==> config.mk <==
export PLATFORM = sky130hd
export DESIGN_NAME = cfg3w_port
export DESIGN_NICKNAME = d
export VERILOG_FILES = /design/src/rtl/cfg3w_pkg.sv /design/src/rtl/cfg3w_sync.sv /design/src/rtl/cfg3w_shifter.sv /design/src/rtl/cfg3w_latches.sv /design/src/rtl/cfg3w_port.sv
export SDC_FILE = /design/constraint.sdc
export NUM_CORES = 1
export LEC_CHECK = 0
export BUFFER_PORTS_ARGS = -buffer_cell sky130_fd_sc_hd__buf_2
export CAP_MARGIN = 25
export CORE_MARGIN = 2
export CORE_UTILIZATION = 50
export CTS_CLUSTER_DIAMETER = 100
export DETAILED_ROUTE_END_ITERATION = 10
export GPL_TIMING_DRIVEN = 1
export PLACE_DENSITY = 0.74
export SYNTH_ARGS = -nofsm -noshare
export SYNTH_HDL_FRONTEND = slang
export SYNTH_SLANG_ARGS = --single-unit
export TNS_END_PERCENT = 5
==> constraint.sdc <==
create_clock -name clk -period 3.25 [get_ports clk]
set_input_delay 0 -clock clk [delete_from_list [all_inputs] [get_ports clk]]
set_output_delay 0 -clock clk [all_outputs]
set_load 0.02 [all_outputs]
==> src/rtl/cfg3w_pkg.sv <==
package cfg3w_pkg;

    localparam int WORD_W = 21;
    localparam int ADDR_W = 2;
    localparam int REF_W  = 14;
    localparam int A_W    = 5;
    localparam int B_W    = 13;
    localparam int MUX_W  = 3;
    localparam int NUM_ADDR = 1 << ADDR_W;

    typedef enum logic [ADDR_W-1:0] {
        ADDR_REF  = 2'b00,
        ADDR_AB   = 2'b01,
        ADDR_FUNC = 2'b10,
        ADDR_RSVD = 2'b11
    } latch_addr_e;

    typedef struct packed {
        logic [REF_W-1:0] div;
    } ref_latch_t;

    typedef struct packed {
        logic           boost;
        logic [B_W-1:0] b;
        logic [A_W-1:0] a;
    } ab_latch_t;

    typedef struct packed {
        logic             fastlock_en;
        logic             pd_polarity;
        logic [MUX_W-1:0] mux_sel;
        logic             pwr_down;
        logic             cnt_reset;
    } fn_latch_t;

    localparam int REF_BITS = $bits(ref_latch_t);
    localparam int AB_BITS  = $bits(ab_latch_t);
    localparam int FN_BITS  = $bits(fn_latch_t);

    function automatic latch_addr_e word_addr(input logic [WORD_W-1:0] w);
        return latch_addr_e'(w[ADDR_W-1:0]);
    endfunction

    function automatic ref_latch_t unpack_ref(input logic [WORD_W-1:0] w);
        return ref_latch_t'(w[ADDR_W +: REF_BITS]);
    endfunction

    function automatic ab_latch_t unpack_ab(input logic [WORD_W-1:0] w);
        return ab_latch_t'(w[ADDR_W +: AB_BITS]);
    endfunction

    function automatic fn_latch_t unpack_fn(input logic [WORD_W-1:0] w);
        return fn_latch_t'(w[ADDR_W +: FN_BITS]);
    endfunction

endpackage

==> src/rtl/cfg3w_sync.sv <==
module cfg3w_sync #(
    parameter int WIDTH  = 3,
    parameter int STAGES = 2
) (
    input  logic             clk,
    input  logic             rst,
    input  logic [WIDTH-1:0] d,
    output logic [WIDTH-1:0] q
);
    logic [WIDTH-1:0] pipe [STAGES];

    genvar s;
    generate
        for (s = 0; s < STAGES; s++) begin : g_stage
            if (s == 0) begin : g_first
                always_ff @(posedge clk) begin
                    if (rst) pipe[s] <= '0;
                    else     pipe[s] <= d;
                end
            end else begin : g_next
                always_ff @(posedge clk) begin
                    if (rst) pipe[s] <= '0;
                    else     pipe[s] <= pipe[s-1];
                end
            end
        end
    endgenerate

    assign q = pipe[STAGES-1];
endmodule

==> src/rtl/cfg3w_shifter.sv <==
module cfg3w_shifter
    import cfg3w_pkg::*;
#(
    parameter int W = WORD_W
) (
    input  logic         clk,
    input  logic         rst,
    input  logic         shift_en,
    input  logic         din,
    output logic [W-1:0] word
);
    logic [W-1:0] sr;

    always_ff @(posedge clk) begin
        if (rst)           sr <= '0;
        else if (shift_en) sr <= {sr[W-2:0], din};
    end

    assign word = sr;

    AST_SHIFT_HOLD: assert property (@(posedge clk) disable iff (rst)
        !shift_en |=> $stable(sr));
    AST_SHIFT_MOVE: assert property (@(posedge clk) disable iff (rst)
        shift_en |=> (sr[W-1:1] == $past(sr[W-2:0])) && (sr[0] == $past(din)));
endmodule

==> src/rtl/cfg3w_latches.sv <==
module cfg3w_latches
    import cfg3w_pkg::*;
(
    input  logic              clk,
    input  logic              rst,
    input  logic              load,
    input  logic [WORD_W-1:0] word,
    output ref_latch_t        ref_q,
    output ab_latch_t         ab_q,
    output fn_latch_t         fn_q
);
    logic [NUM_ADDR-1:0] strobe;

    genvar i;
    generate
        for (i = 0; i < NUM_ADDR; i++) begin : g_strobe
            assign strobe[i] = load && (word_addr(word) == latch_addr_e'(i));
        end
    endgenerate

    always_ff @(posedge clk) begin
        if (rst) begin
            ref_q <= '0;
            ab_q  <= '0;
            fn_q  <= '0;
        end else begin
            if (strobe[ADDR_REF])  ref_q <= unpack_ref(word);
            if (strobe[ADDR_AB])   ab_q  <= unpack_ab(word);
            if (strobe[ADDR_FUNC]) fn_q  <= unpack_fn(word);
        end
    end

    AST_RESET_CLEAR: assert property (@(posedge clk)
        rst |=> (ref_q == '0) && (ab_q == '0) && (fn_q == '0));
    AST_ONE_TARGET: assert property (@(posedge clk) disable iff (rst)
        $onehot0(strobe));
    AST_NO_LOAD_HOLD: assert property (@(posedge clk) disable iff (rst)
        !load |=> $stable(ref_q) && $stable(ab_q) && $stable(fn_q));
    AST_RSVD_IGNORED: assert property (@(posedge clk) disable iff (rst)
        (load && word[ADDR_W-1:0] == 2'b11) |=> $stable(ref_q) && $stable(ab_q) && $stable(fn_q));
    AST_REF_ONLY: assert property (@(posedge clk) disable iff (rst)
        (load && word[ADDR_W-1:0] == 2'b00) |=> $stable(ab_q) && $stable(fn_q));
endmodule

==> src/rtl/cfg3w_port.sv <==
module cfg3w_port
    import cfg3w_pkg::*;
#(
    parameter int SYNC_STAGES = 2
) (
    input  logic             clk,
    input  logic             rst,
    input  logic             ser_clk,
    input  logic             ser_dat,
    input  logic             ser_le,
    output logic [REF_W-1:0] ref_div,
    output logic [A_W-1:0]   a_val,
    output logic [B_W-1:0]   b_val,
    output logic             cp_boost,
    output logic [MUX_W-1:0] mux_sel,
    output logic             pwr_down,
    output logic             fastlock_en,
    output logic             cnt_reset,
    output logic             pd_polarity
);
    logic [2:0]        pins_sync;
    logic              sclk_s, sdat_s, sle_s;
    logic              sclk_d, sle_d;
    logic              sclk_rise, le_rise;
    logic [WORD_W-1:0] word;
    ref_latch_t        ref_q;
    ab_latch_t         ab_q;
    fn_latch_t         fn_q;

    cfg3w_sync #(.WIDTH(3), .STAGES(SYNC_STAGES)) i_sync (
        .clk (clk),
        .rst (rst),
        .d   ({ser_le, ser_dat, ser_clk}),
        .q   (pins_sync)
    );

    assign {sle_s, sdat_s, sclk_s} = pins_sync;

    always_ff @(posedge clk) begin
        if (rst) begin
            sclk_d <= 1'b0;
            sle_d  <= 1'b0;
        end else begin
            sclk_d <= sclk_s;
            sle_d  <= sle_s;
        end
    end

    assign sclk_rise = sclk_s & ~sclk_d;
    assign le_rise   = sle_s & ~sle_d;

    cfg3w_shifter #(.W(WORD_W)) i_shifter (
        .clk      (clk),
        .rst      (rst),
        .shift_en (sclk_rise),
        .din      (sdat_s),
        .word     (word)
    );

    cfg3w_latches i_latches (
        .clk   (clk),
        .rst   (rst),
        .load  (le_rise),
        .word  (word),
        .ref_q (ref_q),
        .ab_q  (ab_q),
        .fn_q  (fn_q)
    );

    assign ref_div     = ref_q.div;
    assign a_val       = ab_q.a;
    assign b_val       = ab_q.b;
    assign cp_boost    = ab_q.boost;
    assign mux_sel     = fn_q.mux_sel;
    assign pwr_down    = fn_q.pwr_down;
    assign fastlock_en = fn_q.fastlock_en;
    assign cnt_reset   = fn_q.cnt_reset;
    assign pd_polarity = fn_q.pd_polarity;

    AST_LE_SINGLE: assert property (@(posedge clk) disable iff (rst)
        le_rise |=> !le_rise);
    AST_SCLK_SINGLE: assert property (@(posedge clk) disable iff (rst)
        sclk_rise |=> !sclk_rise);
endmodule

# Yosys cells after proc, flatten, opt, wreduce, memory -nomap -nowiden
# Memory sizes are Yosys's and may differ from the RTL's.
# Cells that the tools add are included.
# op_classes
eq_ne,2
mux,5
bitwise,6
n_reduce_logical,4
# op_table
cell,n
two-way mux 3 bit,2
logical AND 1 bit,3
two-way mux 1 bit,3
bitwise AND 1 bit,2
"equality test 2 x 1 -> 1 bit, second input constant",1
"equality test 2 bit, second input constant",1
zero test 2 bit,1
NOT 1 bit,2
bitwise OR 1 bit,2
# totals
reg_bits,63
ramBits,6
inputBits,5
n_memories,1
# memory_table
name,words,width,rd,rd_ports_with_merged_regs,wr,line_no,source
i_sync.pipe,2,3,2,0,2,cfg3w_sync.sv:10,logic [WIDTH-1:0] pipe [STAGES];

# Depth between registers and ports, before layout
# depth
depth_word,3
depth_mapped,5
mapped_depth_nobuf,3

# By module
# Synthesis repeated with hierarchy kept, for this count alone.
# unflattened
cells_unflattened,242
area_unflattened_um2,2660.1
# by_module_without_submodules
module,instances,cells_per_inst,area_per_inst_um2,seq_area_each_um2
cfg3w_latches,1,156,1680.4,800.8
cfg3w_shifter,1,68,752.0,420.4
cfg3w_sync,1,12,157.7,120.1
cfg3w_port,1,6,70.1,40.0

# Worst setup path before layout
# No wires, ideal clock.
# synth_path
kind,reg-to-reg
start,"register i_shifter.sr[0], in the netlist i_shifter.word[0]"
end,"register, netlist name i_latches.ref_q[10]"
setup_time_ns,0.132
arrival_ns,1.221
required_time_ns,3.118
slack_ns,1.897
stages_incl_launch_ff,6
path_buffers,2
cell_sequence,dfxtp_1 > or4b_1 > buf_2 > buf_6 > nand2_1 > a21oi_1
# synth_via
elab_chain_len,2
# synth_lines
element,line_no,source
start: declaration,cfg3w_shifter.sv:12,logic [W-1:0] sr;
start signal: assignment,cfg3w_shifter.sv:16,"else if (shift_en) sr <= {sr[W-2:0], din};"
zero test 2 bit,cfg3w_latches.sv:17,assign strobe[i] = load && (word_addr(word) == latch_addr_e'(i));
logical AND 1 bit,cfg3w_latches.sv:17,
# Every way passes these cells.
# A chain may end at the register's enable or synchronous reset.

# Worst setup path in the final report
# layout_path
start,"register i_shifter.sr[0], in the netlist i_shifter.word[0]"
end,"register, netlist name i_latches.ab_q[7]"
# layout_via
elab_chain_len,2
# layout_lines
element,line_no
equality test 2 x 1 -> 1 bit,cfg3w_latches.sv:17
logical AND 1 bit,cfg3w_latches.sv:17
# Every way passes these cells.

==> reports/metrics.csv <==
stage;metric;value;unit
run_status;outcome;finished, final reports clean;
cells_and_area;nFillCells;410;
timing;fmax;566;MHz
min_path;min_from;rst;
global_routing;grt_pass1_vias;1734;
logic_synthesis;synth_cell_type_count;15;
cells_and_area;drive_above_1_share;19.3;%
place;hpwl;2970;um
timing;slew_viol_final;0;
global_routing;antenna_found_initial;0;
pwr;power_density;553;nW/um2
place;gp_congestion;0.723;
logic_synthesis;synth_top_family_by_area;simple AND/OR/NAND/NOR gates;
drt;post_drt_wl_per_cell;12.5;um
logic_synthesis;synth_compound_area_share;11.4;%
timing;min_period_over_period;54.3;%
global_routing;grt_max_degree;36;
logic_synthesis;synth_ff_type;dfxtp_1;
cells_and_area;area_growth_syn_to_layout;20.2;%
cells_and_area;finalNetCount;327;
timing;tightest_slew;1.02;ns
logic_synthesis;synthSimpleGateAreaFrac;23.3;%
place;port-buffer-count;44;
timing;skew;0.00803;ns
pwr;ir_drop;0.266;mV
logic_synthesis;synth_fp_nets;285;
floorplan;die_h;72.8;um
cells_and_area;antenna_cells;0;
logic_synthesis;synth-seq-cells;69;
timing;slew_headroom;32.2;%
floorplan;ios;45;
drt;drtIter0Drc;170;
logic_synthesis;yosysTopAreaCellShare;58.4;%
global_routing;gr-total-overflow;0;
global_routing;grt_pass1_wl;7960;um
drt;drtAntennaViolNets;0;
logic_synthesis;synthTopCellsByCount;nand2_1, dfxtp_1, a21oi_1, clkbuf_1, nor2b_1;
logic_synthesis;async_reset_ff_share;0;%
logic_synthesis;synth_xor_area_share;0;%
worst_setup_path;worstPathMaxFanout;19;
timing;final_hold_viol_count;0;
logic_synthesis;avgSynthCellArea;8.45;um2
worst_setup_path;crit_path_start;i_shifter.word[0];
min_path;hold_class;primary input to flop;
drt;wirelength;4760;um
drt;viasPerCell;5.07;
clock_network;post_cts_resized;0;
clock_network;cts_buffers;9;
worst_setup_path;critical_path_class;flop to flop;
clock_network;cts.sinks;69;
worst_setup_path;crit_path_end_kind;flop;
floorplan;die_w;72.8;um
floorplan;rows;25;
logic_synthesis;yosys.area.top_type;dfxtp_1;
logic_synthesis;synth.area.mux_share;2.96;%
timing;rsz0062_at_grt;false;
cells_and_area;multi_input_area;912;um2
clock_network;clk_pin_slew_worst_paths;0.07;ns
drt;num_vias;1926;
logic_synthesis;synth_most_common_cell;nand2_1;
timing;setup_viol;0;
clock_network;clock_latency;0.33;ns
drt;drcViolationCount;0;
timing;period_minus_slack;1.77;ns
pwr;power_leakage;1.08;nW
clock_network;clockRootBuffer;clkbuf_8;
logic_synthesis;synthAdderAreaFrac;0;%
clock_network;cts_tree;done;
floorplan;coreArea;4630;um2
cells_and_area;regArea;1380;um2
logic_synthesis;synth_edf_count;0;
clock_network;clock_path_buffers;2;
worst_setup_path;cp-start-kind;flop;
worst_setup_path;r2r_start;i_shifter.word[0];
job;drv_cap;0;
floorplan;die_area;5300;um2
logic_synthesis;yosysWarnings;0;
worst_setup_path;worst_ep_required_time;3.44;ns
pwr;finalPower;1.57;mW
floorplan;start_util;51.1;%
drt;dr.pass1.iters;4;
logic_synthesis;synth_area;2370;um2
logic_synthesis;yosys-top-cells-area;dfxtp_1, nand2_1, a21oi_1;
logic_synthesis;netlist_instances;280;
cells_and_area;final_util;61.4;%
worst_setup_path;cp.arrival;1.95;ns
global_routing;track_usage;19.8;%
logic_synthesis;ys_seq_area_share;58.4;%
clock_network;htreeDepth;3;
timing;setup_tns;0;ns
placed cells by master (no fill, tap or decap):
cell / n
nand4bb_1: 1
buf_2: 45
clkbuf_8: 11
nor2b_1: 9
dlygate4sd3_1: 3
mux2i_1: 7
nand2b_1: 1
clkbuf_1: 3
nor4bb_4: 1
nor2_1: 7
a21oi_1: 54
dfxtp_1: 69
bufinv_16: 1
nor4b_2: 1
buf_12: 1
or4b_1: 1
nor4bb_2: 1
nand2_1: 108
buf_4: 2
critical path, stage by stage (launching register included):
cell and delay, ns:
dfxtp_1 0.46, nand4bb_1 0.76, nand2_1 0.31, a21oi_1 0.09
power by group:
part	switching [mW]	internal, mW
combinational	0.0263	0.0122
sequential	0.00251	0.850
clock	0.289	0.394
metal layers:
metal,vias up,global-route usage [%],share of wire [%]
li1,989,-,-
met1,880,26.0,49
met2,50,30.2,44
met3,7,5.11,4.5
met4,0,9.88,1.8
met5,-,0,0
flip-flops by register name, summed over array words and instances, names as in the netlist:
signal           count
i_latches.ref_q     14
i_latches.fn_q       7
sclk_d               1
i_shifter.word      21
i_latches.ab_q      19
sle_d                1
i_sync.pipe          6
cell families (layout without fill, tap and decap cells):
kind of cell | Yosys count | in the layout
AOI/OAI and AO/OA | 54 | 54
buffers and inverters | 20 | 66
DFF | 69 | 69
muxes | 7 | 7
and+or+nand+nor | 130 | 130
layout make-up:
type | count | area share [%]
Clock buffer | 14 | 5.72
Clock inverter | 1 | 1.06
Multi-Input combinational cell | 191 | 32.1
Sequential cell | 69 | 48.6
Tap cell | 54 | 2.38
Timing Repair Buffer | 51 | 10.2
worst paths after layout:
kind                                           to  cells past startpoint  slack (ns)
worst max-delay path            i_latches.ab_q[7]                      3        1.48
worst min-delay path            i_sync.pipe[0][0]                      2        0.19
worst max register to register  i_latches.ab_q[7]                      3        1.48
worst min register to register  i_sync.pipe[1][2]                      1        0.44
repair_timing:
action,4_1_cts,5_1_grt
hold buffers,3,0
endpoints found under the hold margin,3,0
endpoints found under the setup margin,0,0
setup buffers,0,0
stage by stage:
step,setup WS [ns],instances,hold WS [ns],cell area [um2]
2_1_floorplan,1.90,280,0.128,2370
3_3_place_gp,1.44,360,0.205,2600
3_5_place_dp,1.36,361,0.212,2620
4_1_cts,1.33,379,0.173,2840
5_1_grt,1.31,380,0.209,2840
6_report,1.48,380,0.194,2840
Note: power is estimated with default switching activity, not from simulation.
